===== src/rtl/nrx_pkg.sv =====
package nrx_pkg;

    typedef enum logic {
        ST_HUNT = 1'b0,
        ST_RECV = 1'b1
    } rx_state_e;

endpackage


===== src/rtl/nrx_sync2.sv =====
module nrx_sync2 #(
    parameter logic RST_VAL = 1'b0
) (
    input  logic clk_i,
    input  logic rst_ni,
    input  logic d_i,
    output logic q_o
);
    logic s1_d, s1_q, s2_d, s2_q;

    always_comb begin
        s1_d = d_i;
        s2_d = s1_q;
    end

    always_ff @(posedge clk_i or negedge rst_ni) begin
        if (!rst_ni) begin
            s1_q <= RST_VAL;
            s2_q <= RST_VAL;
        end else begin
            s1_q <= s1_d;
            s2_q <= s2_d;
        end
    end

    assign q_o = s2_q;
endmodule


===== src/rtl/nrx_idle_qual.sv =====
module nrx_idle_qual #(
    parameter int IDLE_CLKS = 49
) (
    input  logic clk_i,
    input  logic rst_ni,
    input  logic clear_i,
    input  logic line_i,
    output logic idle_ok_o
);
    localparam int CW = $clog2(IDLE_CLKS + 1);
    localparam logic [CW-1:0] LIMIT = CW'(IDLE_CLKS);

    logic [CW-1:0] cnt_d, cnt_q;

    always_comb begin
        cnt_d = cnt_q;
        if (clear_i || !line_i) begin
            cnt_d = '0;
        end else if (cnt_q < LIMIT) begin
            cnt_d = cnt_q + 1'b1;
        end
    end

    always_ff @(posedge clk_i or negedge rst_ni) begin
        if (!rst_ni) cnt_q <= '0;
        else         cnt_q <= cnt_d;
    end

    assign idle_ok_o = (cnt_q >= LIMIT);
endmodule


===== src/rtl/nrx_shift.sv =====
module nrx_shift #(
    parameter int W = 4
) (
    input  logic         clk_i,
    input  logic         rst_ni,
    input  logic         clear_i,
    input  logic         shift_i,
    input  logic         bit_i,
    output logic [W-1:0] word_next_o
);
    logic [W-1:0] word_d, word_q;

    always_comb begin
        word_next_o = {bit_i, word_q[W-1:1]};
        word_d      = word_q;
        if (clear_i)      word_d = '0;
        else if (shift_i) word_d = word_next_o;
    end

    always_ff @(posedge clk_i or negedge rst_ni) begin
        if (!rst_ni) word_q <= '0;
        else         word_q <= word_d;
    end
endmodule


===== src/rtl/idle_sync_nibble_rx.sv =====
module idle_sync_nibble_rx
    import nrx_pkg::*;
#(
    parameter int NIB_W       = 4,
    parameter int BIT_CLKS    = 10,
    parameter int SAMPLE_SKEW = 5,
    parameter int IDLE_CHECKS = 7,
    parameter int CHECK_CLKS  = 7
) (
    input  logic             clk_i,
    input  logic             rst_ni,
    input  logic             rx_i,
    input  logic             abort_i,
    output logic [NIB_W-1:0] data_o,
    output logic             valid_o,
    output logic             error_o
);
    localparam int IDLE_CLKS = IDLE_CHECKS * CHECK_CLKS;
    localparam int FIRST     = BIT_CLKS + SAMPLE_SKEW;
    localparam int TMAX      = (FIRST > BIT_CLKS) ? FIRST : BIT_CLKS;
    localparam int TW        = $clog2(TMAX) + 1;
    localparam int BW        = (NIB_W > 1) ? $clog2(NIB_W) : 1;
    localparam logic [TW-1:0] T_FIRST = TW'(FIRST - 1);
    localparam logic [TW-1:0] T_BIT   = TW'(BIT_CLKS - 1);
    localparam logic [BW-1:0] B_LAST  = BW'(NIB_W - 1);

    typedef struct packed {
        rx_state_e        state;
        logic [TW-1:0]    timer;
        logic [BW-1:0]    bits;
        logic [NIB_W-1:0] data;
        logic             valid;
        logic             error;
    } rx_regs_t;

    rx_regs_t r_d, r_q;

    logic             line_s;
    logic             idle_ok;
    logic             in_frame;
    logic             shift_en;
    logic             shift_clr;
    logic [NIB_W-1:0] word_next;

    nrx_sync2 #(.RST_VAL(1'b0)) u_sync (
        .clk_i  (clk_i),
        .rst_ni (rst_ni),
        .d_i    (rx_i),
        .q_o    (line_s)
    );

    nrx_idle_qual #(.IDLE_CLKS(IDLE_CLKS)) u_idle (
        .clk_i     (clk_i),
        .rst_ni    (rst_ni),
        .clear_i   (in_frame),
        .line_i    (line_s),
        .idle_ok_o (idle_ok)
    );

    nrx_shift #(.W(NIB_W)) u_shift (
        .clk_i       (clk_i),
        .rst_ni      (rst_ni),
        .clear_i     (shift_clr),
        .shift_i     (shift_en),
        .bit_i       (line_s),
        .word_next_o (word_next)
    );

    assign in_frame = (r_q.state == ST_RECV);

    always_comb begin
        r_d       = r_q;
        r_d.valid = 1'b0;
        r_d.error = 1'b0;
        shift_en  = 1'b0;
        shift_clr = 1'b0;
        unique case (r_q.state)
            ST_HUNT: begin
                if (idle_ok && !line_s) begin
                    r_d.state = ST_RECV;
                    r_d.timer = T_FIRST;
                    r_d.bits  = '0;
                    shift_clr = 1'b1;
                end
            end
            ST_RECV: begin
                if (abort_i) begin
                    r_d.state = ST_HUNT;
                    r_d.error = 1'b1;
                end else if (r_q.timer == '0) begin
                    shift_en  = 1'b1;
                    r_d.timer = T_BIT;
                    if (r_q.bits == B_LAST) begin
                        r_d.state = ST_HUNT;
                        r_d.valid = 1'b1;
                        r_d.data  = word_next;
                    end else begin
                        r_d.bits = r_q.bits + 1'b1;
                    end
                end else begin
                    r_d.timer = r_q.timer - 1'b1;
                end
            end
            default: r_d.state = ST_HUNT;
        endcase
    end

    always_ff @(posedge clk_i or negedge rst_ni) begin
        if (!rst_ni) begin
            r_q.state <= ST_HUNT;
            r_q.timer <= '0;
            r_q.bits  <= '0;
            r_q.data  <= '0;
            r_q.valid <= 1'b0;
            r_q.error <= 1'b0;
        end else begin
            r_q <= r_d;
        end
    end

    assign data_o  = r_q.data;
    assign valid_o = r_q.valid;
    assign error_o = r_q.error;
endmodule


===== config.mk =====
export PLATFORM = sky130hd
export DESIGN_NAME = idle_sync_nibble_rx
export DESIGN_NICKNAME = d
export VERILOG_FILES = /design/src/rtl/nrx_pkg.sv /design/src/rtl/nrx_sync2.sv /design/src/rtl/nrx_idle_qual.sv /design/src/rtl/nrx_shift.sv /design/src/rtl/idle_sync_nibble_rx.sv
export SDC_FILE = /design/constraint.sdc
export NUM_CORES = 1
export LEC_CHECK = 0
export ABC_AREA = 1
export CAP_MARGIN = 40
export CELL_PAD_IN_SITES_DETAIL_PLACEMENT = 0
export CELL_PAD_IN_SITES_GLOBAL_PLACEMENT = 1
export CORE_MARGIN = 8
export CORE_UTILIZATION = 50
export CTS_CLUSTER_DIAMETER = 200
export DETAILED_ROUTE_END_ITERATION = 10
export DONT_BUFFER_PORTS = 1
export PLACE_DENSITY = 0.87
export SYNTH_ARGS = -nofsm -noshare
export SYNTH_HDL_FRONTEND = slang
export SYNTH_SLANG_ARGS = --single-unit

===== constraint.sdc =====
create_clock -name clk_i -period 3.18 [get_ports clk_i]
set_input_delay 0.159 -clock clk_i [delete_from_list [all_inputs] [get_ports clk_i]]
set_output_delay 0.159 -clock clk_i [all_outputs]
set_load 0.02 [all_outputs]

# ---- After elaboration in Yosys (flattened, before gate mapping)
# Index checks and enable logic that the tools add are counted.
dict set report classes {
  add_sub_neg 3
  mul 0
  n_div 0
  order_cmp 2
  n_eq_ne 5
  shift 0
  muxes 21
  bitwise_logic 2
  n_reduce_logical 9
}
# op count
set ops {}
lappend ops {{8-bit one-hot mux with 2 select lines} 1}
lappend ops {{12-bit 2-to-1 mux} 1}
lappend ops {{6-bit 2-to-1 mux} 2}
lappend ops {{5-bit 2-to-1 mux} 2}
lappend ops {{1-bit 2-to-1 mux} 9}
lappend ops {{4-bit 2-to-1 mux} 2}
lappend ops {{8-bit 2-to-1 mux} 1}
lappend ops {{4-bit AND reduction} 2}
lappend ops {{7-bit 2-to-1 mux} 1}
lappend ops {{6-bit by 1-bit adder with 6-bit output (second input constant)} 1}
lappend ops {{6-bit greater-or-equal comparator (second input constant)} 1}
lappend ops {{6-bit less-than comparator (second input constant)} 1}
lappend ops {{2-bit != test (second input constant)} 3}
lappend ops {{5-bit zero test} 1}
lappend ops {{5-bit by 1-bit subtractor with 5-bit output (second input constant)} 1}
lappend ops {{2-bit 2-to-1 mux} 2}
lappend ops {{2-bit nonzero test} 2}
lappend ops {{2-bit by 1-bit adder with 2-bit output (second input constant)} 1}
lappend ops {{2-bit equality test (second input constant)} 1}
lappend ops {{2-bit by 1-bit != test with 1-bit output (second input constant)} 1}
lappend ops {{1-bit inverter} 2}
lappend ops {{2-bit AND reduction} 1}
lappend ops {{1-bit logical AND} 1}
lappend ops {{1-bit zero test} 1}
lappend ops {{1-bit logical OR} 1}
dict set report word_totals {
  ff_bits 26
  latch_bits 0
  mem_bits_rw 0
  rom_bits 0
  in_bits 4
  memories 0
}

# ---- Longest topological paths before layout
# Gate-level depths: netlist of run 1.
dict set report logic_depth {
  depth_word 6
  depth_mapped 11
  depth_no_buf 11
}

# ---- Hierarchy
# A second synthesis of run 1 with hierarchy kept.
dict set report unflattened {
  cells_unflattened 161
  hier_area_um2 1373.8
}
# mod instances cells_per_inst area_each_um2
set modules_own_cells {}
lappend modules_own_cells {idle_sync_nibble_rx 1 97 784.5}
lappend modules_own_cells {nrx_idle_qual 1 47 409.1}
lappend modules_own_cells {nrx_shift 1 15 130.1}
lappend modules_own_cells {nrx_sync2 1 2 50.0}

# ---- Worst setup path before layout of run 1
# OpenSTA, ideal clock, no wires.
dict set report synth_timing {
  kind {flip-flop to flip-flop}
  start {reg r_q[8] (netlist bit)}
  end {reg r_q[6] (netlist bit)}
  t_arrival_ps 1199
  required_ps 3063
  path_slack_ps 1864
  path_stages_with_launch 8
  n_path_buf 0
  synth_period_minus_slack_ps 1316
  path_cell_list {dfrtp_1 inv_1 ha_1 nand3_2 o21ai_1 nand2_1 nand2_1 nand2_1}
}
dict set report synth_via {
  elab_chain_len 3
}
# item line_no
set synth_rtl {}
lappend synth_rtl {{from (decl)} idle_sync_nibble_rx.sv:36} ;# rx_regs_t r_d, r_q;
lappend synth_rtl {{from (signal assigned)} idle_sync_nibble_rx.sv:117} ;# r_q <= r_d;
lappend synth_rtl {{5-bit zero test} idle_sync_nibble_rx.sv:90} ;# end else if (r_q.timer == '0) begin
lappend synth_rtl {{2-bit by 1-bit != test with 1-bit output (no line)} n/a}
lappend synth_rtl {{4-bit AND reduction (no line)} n/a}
# No other way between the ends.
# A chain may end at the register's enable or synchronous reset.

# ---- Worst setup path in the final report of run 1
dict set report layout_timing {
  start {reg r_q[8] (netlist bit)}
  end {reg r_q[7] (netlist bit)}
}
# The elaborated chain is that of the path after synthesis.

==> impl_metrics.py, run 1 <==
metrics = {
    "cts": {
        "hold_buffers": 4,
        "cts_root_buffer": "clkbuf_4",
        "h-tree-depth": 1,
        "cts.sinks": 25,
        "clk_pin_slew_worst_paths_ps": 130,
        "cts_buffers": 3,
        "cts_setup_buffers": 0,
        "cts_tree": "yes",
        "worst_skew_pair.late_latency_ps": 310,
        "clock_path_buffers": 2,
        "ctsResizeCount": 0,
    },
    "worst_setup_path": {
        "cp-end-kind": "flop",
        "worstSetupPathType": "reg -> reg",
        "critPathLaunchType": "flop",
        "cp_common_cell": "nand2_1",
        "path_buf_inv": 1,
        "critical-path-top-delay-family": "flip-flops",
        "crit_fanout": 6,
        "crit_arrival_ps": 1680,
        "cp_slowest_stage_delay_ps": 400,
        "cp_cell_sequence": "inv_1 > ha_1 > nand3_2 > o21ai_1 > nand2_1 > nand2_1 > nand2_1",
        "cp_slowest_cell": "dfrtp_1",
        "cp.required_ps": 3400,
    },
    "grt": {
        "grt_pass1_wl_mm": 3.72,
        "grt_max_degree": 26,
        "grt-ovfl-total": 0,
        "antenna_found_initial": 0,
        "grt_pass1_vias": 875,
        "grt.total_usage": 0.106,
    },
    "timing": {
        "timing.fmax_mhz": 685,
        "setup_viol": 0,
        "slew_headroom": 0.779,
        "setup_tns_ps": 0,
        "timing.final.crit_period_ps": 1460,
        "finalHoldViolations": 0,
        "finClkSkew_ps": 4.16,
        "finalCritPeriodShare": 0.459,
        "rsz0062_at_grt": "false",
        "worst_pin_slew_ps": 331,
        "final_max_slew_viol_count": 0,
    },
    "floorplan": {
        "die_w_um": 66.1,
        "core_area_um2": 2430,
        "die_h_um": 66.1,
        "io_pins": 10,
        "row_count": 18,
        "die-area_um2": 4360,
        "start_util": 0.515,
    },
    "synth": {
        "ys_ff_latch": 25,
        "synth_seq_area_share": 0.500,
        "syn_avg_cell_area_um2": 9.28,
        "synth_nets": 145,
        "synth_area_um2": 1250,
        "syn_inst": 135,
        "synth_cell_types": 30,
        "yosysWarnings": 0,
    },
    "layout": {
        "drive_gt1_frac": 0.144,
        "final_cell_mix": "dfrtp_1, nand2_1, inv_1",
        "postLayoutCellArea_um2": 1340,
        "fin_util": 0.549,
        "mostFrequentLayoutCell": "dfrtp_1",
        "antenna_cells": 0,
        "stdcell_count": 169,
        "finalNetCount": 150,
        "syn_to_final_growth_pct": 6.69,
    },
    "placement": {
        "placedCellCount": 161,
        "gp_congestion": 0.799,
        "post_dp_cell_area_um2": 1260,
        "portBuffers": 0,
        "hpwl_mm": 1.52,
    },
    "drt": {
        "drt-pass1-iter-count": 4,
        "wl_mm": 2.05,
        "vias": 847,
        "drt-initial-drc-count": 23,
        "wl_per_cell_um": 12.1,
        "drc": 0,
        "post_drt_via_cell_ratio": 5.01,
        "postRouteAntennaNets": 0,
    },
    "min_path": {
        "hold_class": "in -> reg",
    },
    "power": {
        "power_leakage_nw": 0.699,
        "clockPowerShare": 0.259,
        "comb_power_share": 0.105,
        "intPower_w": 0.000402,
        "power.density_nw_per_um2": 399,
        "seqPwrFrac": 0.637,
        "swShare": 0.246,
        "power.switching_w": 0.000131,
        "peakVddDrop_mv": 0.282,
    },
    "status": {
        "status": "finished, final reports clean",
    },
    "flow_run": {
        "timing.max_cap.violations": 0,
    },
}
==> power groups by stage <==
stage	logic (W)	registers (W)	clock network [W]
final	0.0000559	0.000340	0.000138
after global routing	0.0000641	0.000341	0.000163
after CTS	0.0000561	0.000339	0.000146
after detailed placement	0.0000436	0.000346	0
after global placement	0.0000420	0.000345	0
after floorplan	0.0000367	0.000343	0
==> worst paths after layout <==
path | startpoint | to | slack, ps | depth (start not counted)
setup reg to reg | r_q[8] | r_q[7] | 1720 | 7
min in group asynchronous | rst_ni | data_o[2] | 260 | 2
setup / recovery | r_q[8] | r_q[7] | 1720 | 7
hold reg to reg | u_sync.s1_q | u_sync.q_o | 380 | 0
hold / removal | abort_i | r_q[9] | 80 | 2
max in group asynchronous | rst_ni | u_sync.s1_q | 2780 | 2
==> stage by stage <==
| step | worst slack, ps | hold slack [ps] | power [W] |
|---|---|---|---|
| 2_1_floorplan | 1860 | -137 | 0.000380 |
| 3_3_place_gp | 1790 | -136 | 0.000387 |
| 3_5_place_dp | 1740 | -136 | 0.000389 |
| 4_1_cts | 1730 | 69.3 | 0.000542 |
| 5_1_grt | 1630 | 83.6 | 0.000568 |
| 6_report | 1720 | 79.2 | 0.000533 |
==> layout make-up <==
| class | instances | area, µm² |
|---|---|---|
| inverter | 22 | 87.6 |
| fill | 211 | 1100 |
| sequential | 25 | 626 |
| timing repair buffer | 4 | 50.0 |
| multi-input combinational | 84 | 509 |
| tap | 30 | 37.5 |
| clock buffer | 4 | 26.3 |
==> state kept, by name (all words and copies together) (netlist names) <==
register and flops:
valid_o 1, u_sync.q_o 1, r_q 7, in_frame 1, u_shift.word_q 3, u_sync.s1_q 1, error_o 1, data_o 4
u_idle.cnt_q 6
==> routing by layer <==
metal	up-vias	part of all wire	GRT usage
met2	11	0.47	0.173
met4	0	0.0064	0.0400
met1	395	0.49	0.131
met3	2	0.040	0.0254
met5	-	0	0
li1	439	-	-
==> Yosys cell counts <==
cell | instances | share of area
inv_1 | 18 | 0.054
nand3b_1 | 1 | 0.0060
inv_2 | 2 | 0.0060
a21oi_1 | 3 | 0.012
nand2_1 | 23 | 0.069
and3_1 | 1 | 0.0050
nand2_2 | 4 | 0.020
o211ai_1 | 1 | 0.0060
nor2_2 | 3 | 0.015
xor2_1 | 2 | 0.014
nor2_8 | 1 | 0.016
xnor2_1 | 1 | 0.0070
buf_4 | 4 | 0.024
nor3_1 | 1 | 0.0040
nand3_1 | 6 | 0.024
o21a_1 | 1 | 0.0060
dfrtp_1 | 25 | 0.50
o21ai_0 | 4 | 0.016
o21ai_1 | 7 | 0.028
o22ai_1 | 2 | 0.010
nor2_1 | 7 | 0.021
nand4_1 | 3 | 0.015
a31oi_1 | 1 | 0.0050
nand3_2 | 1 | 0.0080
ha_1 | 6 | 0.060
nor2_4 | 1 | 0.0090
nand2_4 | 2 | 0.018
o21bai_1 | 1 | 0.0060
inv_4 | 2 | 0.010
o221ai_1 | 1 | 0.0070
==> cell families (layout without fill, tap and decap cells) <==
kind of cell	count (synthesis)	in the layout	share of synthesized area
buffers and inverters	26	30	0.0939
adders and majority gates	6	6	0.0599
AOI/OAI and AO/OA	21	21	0.0959
xor gates and xnor gates	3	3	0.0210
DFF	25	25	0.500
and+or+nand+nor	54	54	0.230
Power figures use the tool's default switching activity.
==> run 2, diff against run 1 <==
--- a/config.mk
+++ b/config.mk
@@ -5,16 +5,17 @@
 export SDC_FILE = /design/constraint.sdc
 export NUM_CORES = 1
 export LEC_CHECK = 0
-export ABC_AREA = 1
+export ABC_AREA = 0
 export CAP_MARGIN = 40
 export CELL_PAD_IN_SITES_DETAIL_PLACEMENT = 0
 export CELL_PAD_IN_SITES_GLOBAL_PLACEMENT = 1
+export CORE_ASPECT_RATIO = 2
 export CORE_MARGIN = 8
-export CORE_UTILIZATION = 50
+export CORE_UTILIZATION = 43
 export CTS_CLUSTER_DIAMETER = 200
 export DETAILED_ROUTE_END_ITERATION = 10
 export DONT_BUFFER_PORTS = 1
-export PLACE_DENSITY = 0.87
+export PLACE_DENSITY = 0.79
 export SYNTH_ARGS = -nofsm -noshare
 export SYNTH_HDL_FRONTEND = slang
 export SYNTH_SLANG_ARGS = --single-unit
==> constraint.sdc (replaced) <==
create_clock -name clk_i -period 1.2 [get_ports clk_i]
set_input_delay 0.06 -clock clk_i [delete_from_list [all_inputs] [get_ports clk_i]]
set_output_delay 0.06 -clock clk_i [all_outputs]
set_load 0.02 [all_outputs]
==> run 2 against run 1 <==
Effect of this change: the flow now finishes with violations (negative setup slack); non-clock buffer count grew 45; combinational power grew to 3.6 times the previous value; final cell count grew 19%; fmax shrank 13%; sequential share of layout area shrank 14 points; die area grew 17%; count of clock-buffer cells in the layout shrank 1.
==> impl_metrics.py, run 2 <==
metrics = {
    "status": {
        "status": "finished, violations left",
        "violations": "negative setup slack",
    },
    "layout": {
        "stdcell_count": 201,
        "regMostFlops": "r_q",
        "drive_gt1_frac": 0.532,
        "syn_to_final_growth_pct": 50.2,
        "final_cell_mix": "buf_4, dfrtp_1, buf_6",
        "postLayoutCellArea_um2": 1930,
        "largest_register_ffs": 7,
        "antenna_cells": 0,
        "mostFrequentLayoutCell": "buf_4",
        "finalNetCount": 182,
    },
    "timing": {
        "rsz0062_at_grt": "true",
        "final_max_slew_viol_count": 0,
        "timing.fmax_mhz": 595,
        "finalHoldViolations": 0,
        "setup_viol": 21,
        "finalCritPeriodShare": 1.40,
        "worst_pin_slew_ps": 334,
        "slew_headroom": 0.777,
        "setup_ws_ps": -479,
        "finClkSkew_ps": 8.77,
        "timing.final.crit_period_ps": 1680,
    },
    "worst_setup_path": {
        "cp_slowest_stage_delay_ps": 470,
        "crit_fanout": 3,
        "critPathLaunchType": "flop",
        "cp.required_ps": 1390,
        "cp_slowest_cell": "or4b_4",
        "worstSetupPathType": "reg -> reg",
        "cp_cell_sequence": "inv_2 > ha_4 > or4b_4 > or4_4 > o211ai_1",
        "cp-end-kind": "flop",
        "crit_arrival_ps": 1870,
    },
    "drt": {
        "drc": 0,
        "wl_per_cell_um": 16.8,
        "drt-pass1-iter-count": 4,
        "drt-met1-wl_mm": 1.19,
        "highest_layer": "met4",
        "drt-initial-drc-count": 29,
        "vias": 1127,
        "postRouteAntennaNets": 0,
        "post_drt_via_cell_ratio": 5.61,
        "wl_mm": 3.37,
        "met3_length_um": 95,
        "wl_met2_mm": 2.01,
    },
    "cts": {
        "clock_path_buffers": 2,
        "cts_tree": "yes",
        "clk_pin_slew_worst_paths_ps": 90,
        "cts_buffers": 3,
        "cts_root_buffer": "clkbuf_8",
        "cts.sinks": 25,
        "h-tree-depth": 1,
        "worst_skew_pair.late_latency_ps": 280,
    },
    "synth": {
        "synth_area_um2": 1290,
        "synth_top_family_by_area": "simple AND/OR/NAND/NOR gates",
        "synth_area_leaders": "dfrtp_1, ha_1, mux2_2, o211ai_1, a21oi_1",
        "synth_cell_types": 37,
        "synthSimpleGateAreaFrac": 0.198,
        "synthArstFlopShare": 1.00,
        "synthMuxAreaShare": 0.0350,
        "yosys.cell_count.top_type": "dfrtp_1",
        "synth-xor-area-share": 0.00681,
        "syn_avg_cell_area_um2": 10.3,
        "syn_inst": 125,
        "synth-edff-count": 0,
        "synth_top_area_frac": 0.486,
        "yosysWarnings": 0,
        "synth_nets": 135,
        "ys_ff_latch": 25,
        "ys.flop_type": "dfrtp_1",
        "synth_adder_area_share": 0.0584,
        "yosys.area.top_type": "dfrtp_1",
        "netlist_top_cells_count": "dfrtp_1, inv_1, a21oi_1, o21ai_0, nand3_1",
        "synth_seq_area_share": 0.486,
        "synth_compound_area_frac": 0.148,
    },
    "grt": {
        "antenna_found_initial": 0,
        "grt_pass1_vias": 1247,
        "grt.total_usage": 0.141,
        "grt-ovfl-total": 0,
        "grt_pass1_wl_mm": 5.53,
        "grt_max_degree": 26,
    },
    "floorplan": {
        "row_count": 28,
        "die_h_um": 93.3,
        "start_util": 0.442,
        "die-area_um2": 5100,
        "io_pins": 10,
        "core_area_um2": 2910,
        "die_w_um": 54.7,
    },
    "power": {
        "power_leakage_nw": 0.863,
        "power.density_nw_per_um2": 823,
        "peakVddDrop_mv": 0.723,
    },
    "placement": {
        "gp_congestion": 0.847,
        "post_dp_cell_area_um2": 1630,
        "hpwl_mm": 2.40,
        "placedCellCount": 184,
        "portBuffers": 0,
    },
    "min_path": {
        "hold_class": "in -> reg",
    },
    "flow_run": {
        "timing.max_cap.violations": 0,
    },
}
==> run 2: cell types whose count changed after synthesis, moves of 4 or more <==
cell,delta
o21ai_1,-7
inv_1,-8
nor3_1,+4
o211ai_1,+5
a21oi_1,+5
mux2_2,+4
o21ai_0,+4
nand2_1,-20
nand2_2,-4
==> run 2: power breakdown <==
part           total [W]  switching (W)  internal (W)
Combinational   0.000204      0.0000981      0.000106
Sequential      0.000863     0.00000965      0.000853
Clock           0.000523       0.000287      0.000236
==> run 2: worst paths after layout <==
check / depth (start not counted) / endpoint / slack (ps) / start
worst min register to register: 0 / u_sync.q_o / 370 / u_sync.s1_q
worst max-delay path: 5 / r_q[6] / -480 / r_q[9]
max in group asynchronous: 2 / r_q[12] / 810 / rst_ni
min in group asynchronous: 2 / valid_o / 230 / rst_ni
worst min-delay path: 2 / r_q[10] / 110 / abort_i
worst max register to register: 5 / r_q[6] / -480 / r_q[9]
==> run 2: logic make-up (layout without fill, tap and decap cells) <==
logic type | after synthesis | count (layout)
adders and majority gates | 6 | 6
buffers and inverters | 17 | 63
AOI/OAI and AO/OA | 30 | 30
DFF | 25 | 25
muxes | 4 | 4
and+or+nand+nor | 42 | 42
xor gates and xnor gates | 1 | 1
==> run 2: worst max-delay path: cells and delay by family, from the launching register on <==
family | cells | cell delay, ps
AND/OR/NAND/NOR | 2 | 900
flip-flops | 1 | 400
adder cells (fa/ha/maj) | 1 | 130
AO/OA/AOI/OAI | 1 | 100
buffers and inverters | 1 | 80
==> run 2: routing by layer <==
metal,GRT usage,vias up
li1,-,540
met1,0.137,564
met2,0.264,17
met3,0.0238,6
met4,0.0620,0
met5,0,-
==> run 2: layout make-up <==
class,count,area (µm²)
sequential,25,626
tap,30,37.5
clock buffer,3,41.3
fill,221,976
clock inverter,1,7.51
inverter,10,37.5
timing repair buffer,49,414
multi-input combinational,83,768
==> run 2: repair_timing <==
item / CTS / global route
setup endpoints to repair: 21 / 21
resized for setup: 21 / 11
endpoints found under the hold margin: 27 / 0
hold buffers: 4 / 0
gates cloned: 0 / 0
pin swaps: 8 / 10
setup buffers: 6 / 6
==> run 2: metrics by stage <==
stage / setup TNS, ps / total power (W) / utilization / hold WS, ps / setup WS [ps]
2_1_floorplan: -3200 / 0.000954 / - / -236 / -438
3_3_place_gp: -4790 / 0.00101 / 0.560 / -235 / -391
3_5_place_dp: -5440 / 0.00102 / 0.560 / -235 / -437
4_1_cts: -5240 / 0.00158 / 0.636 / 82.2 / -448
5_1_grt: -6880 / 0.00164 / 0.664 / 122 / -517
6_report: -5530 / 0.00159 / 0.664 / 108 / -479
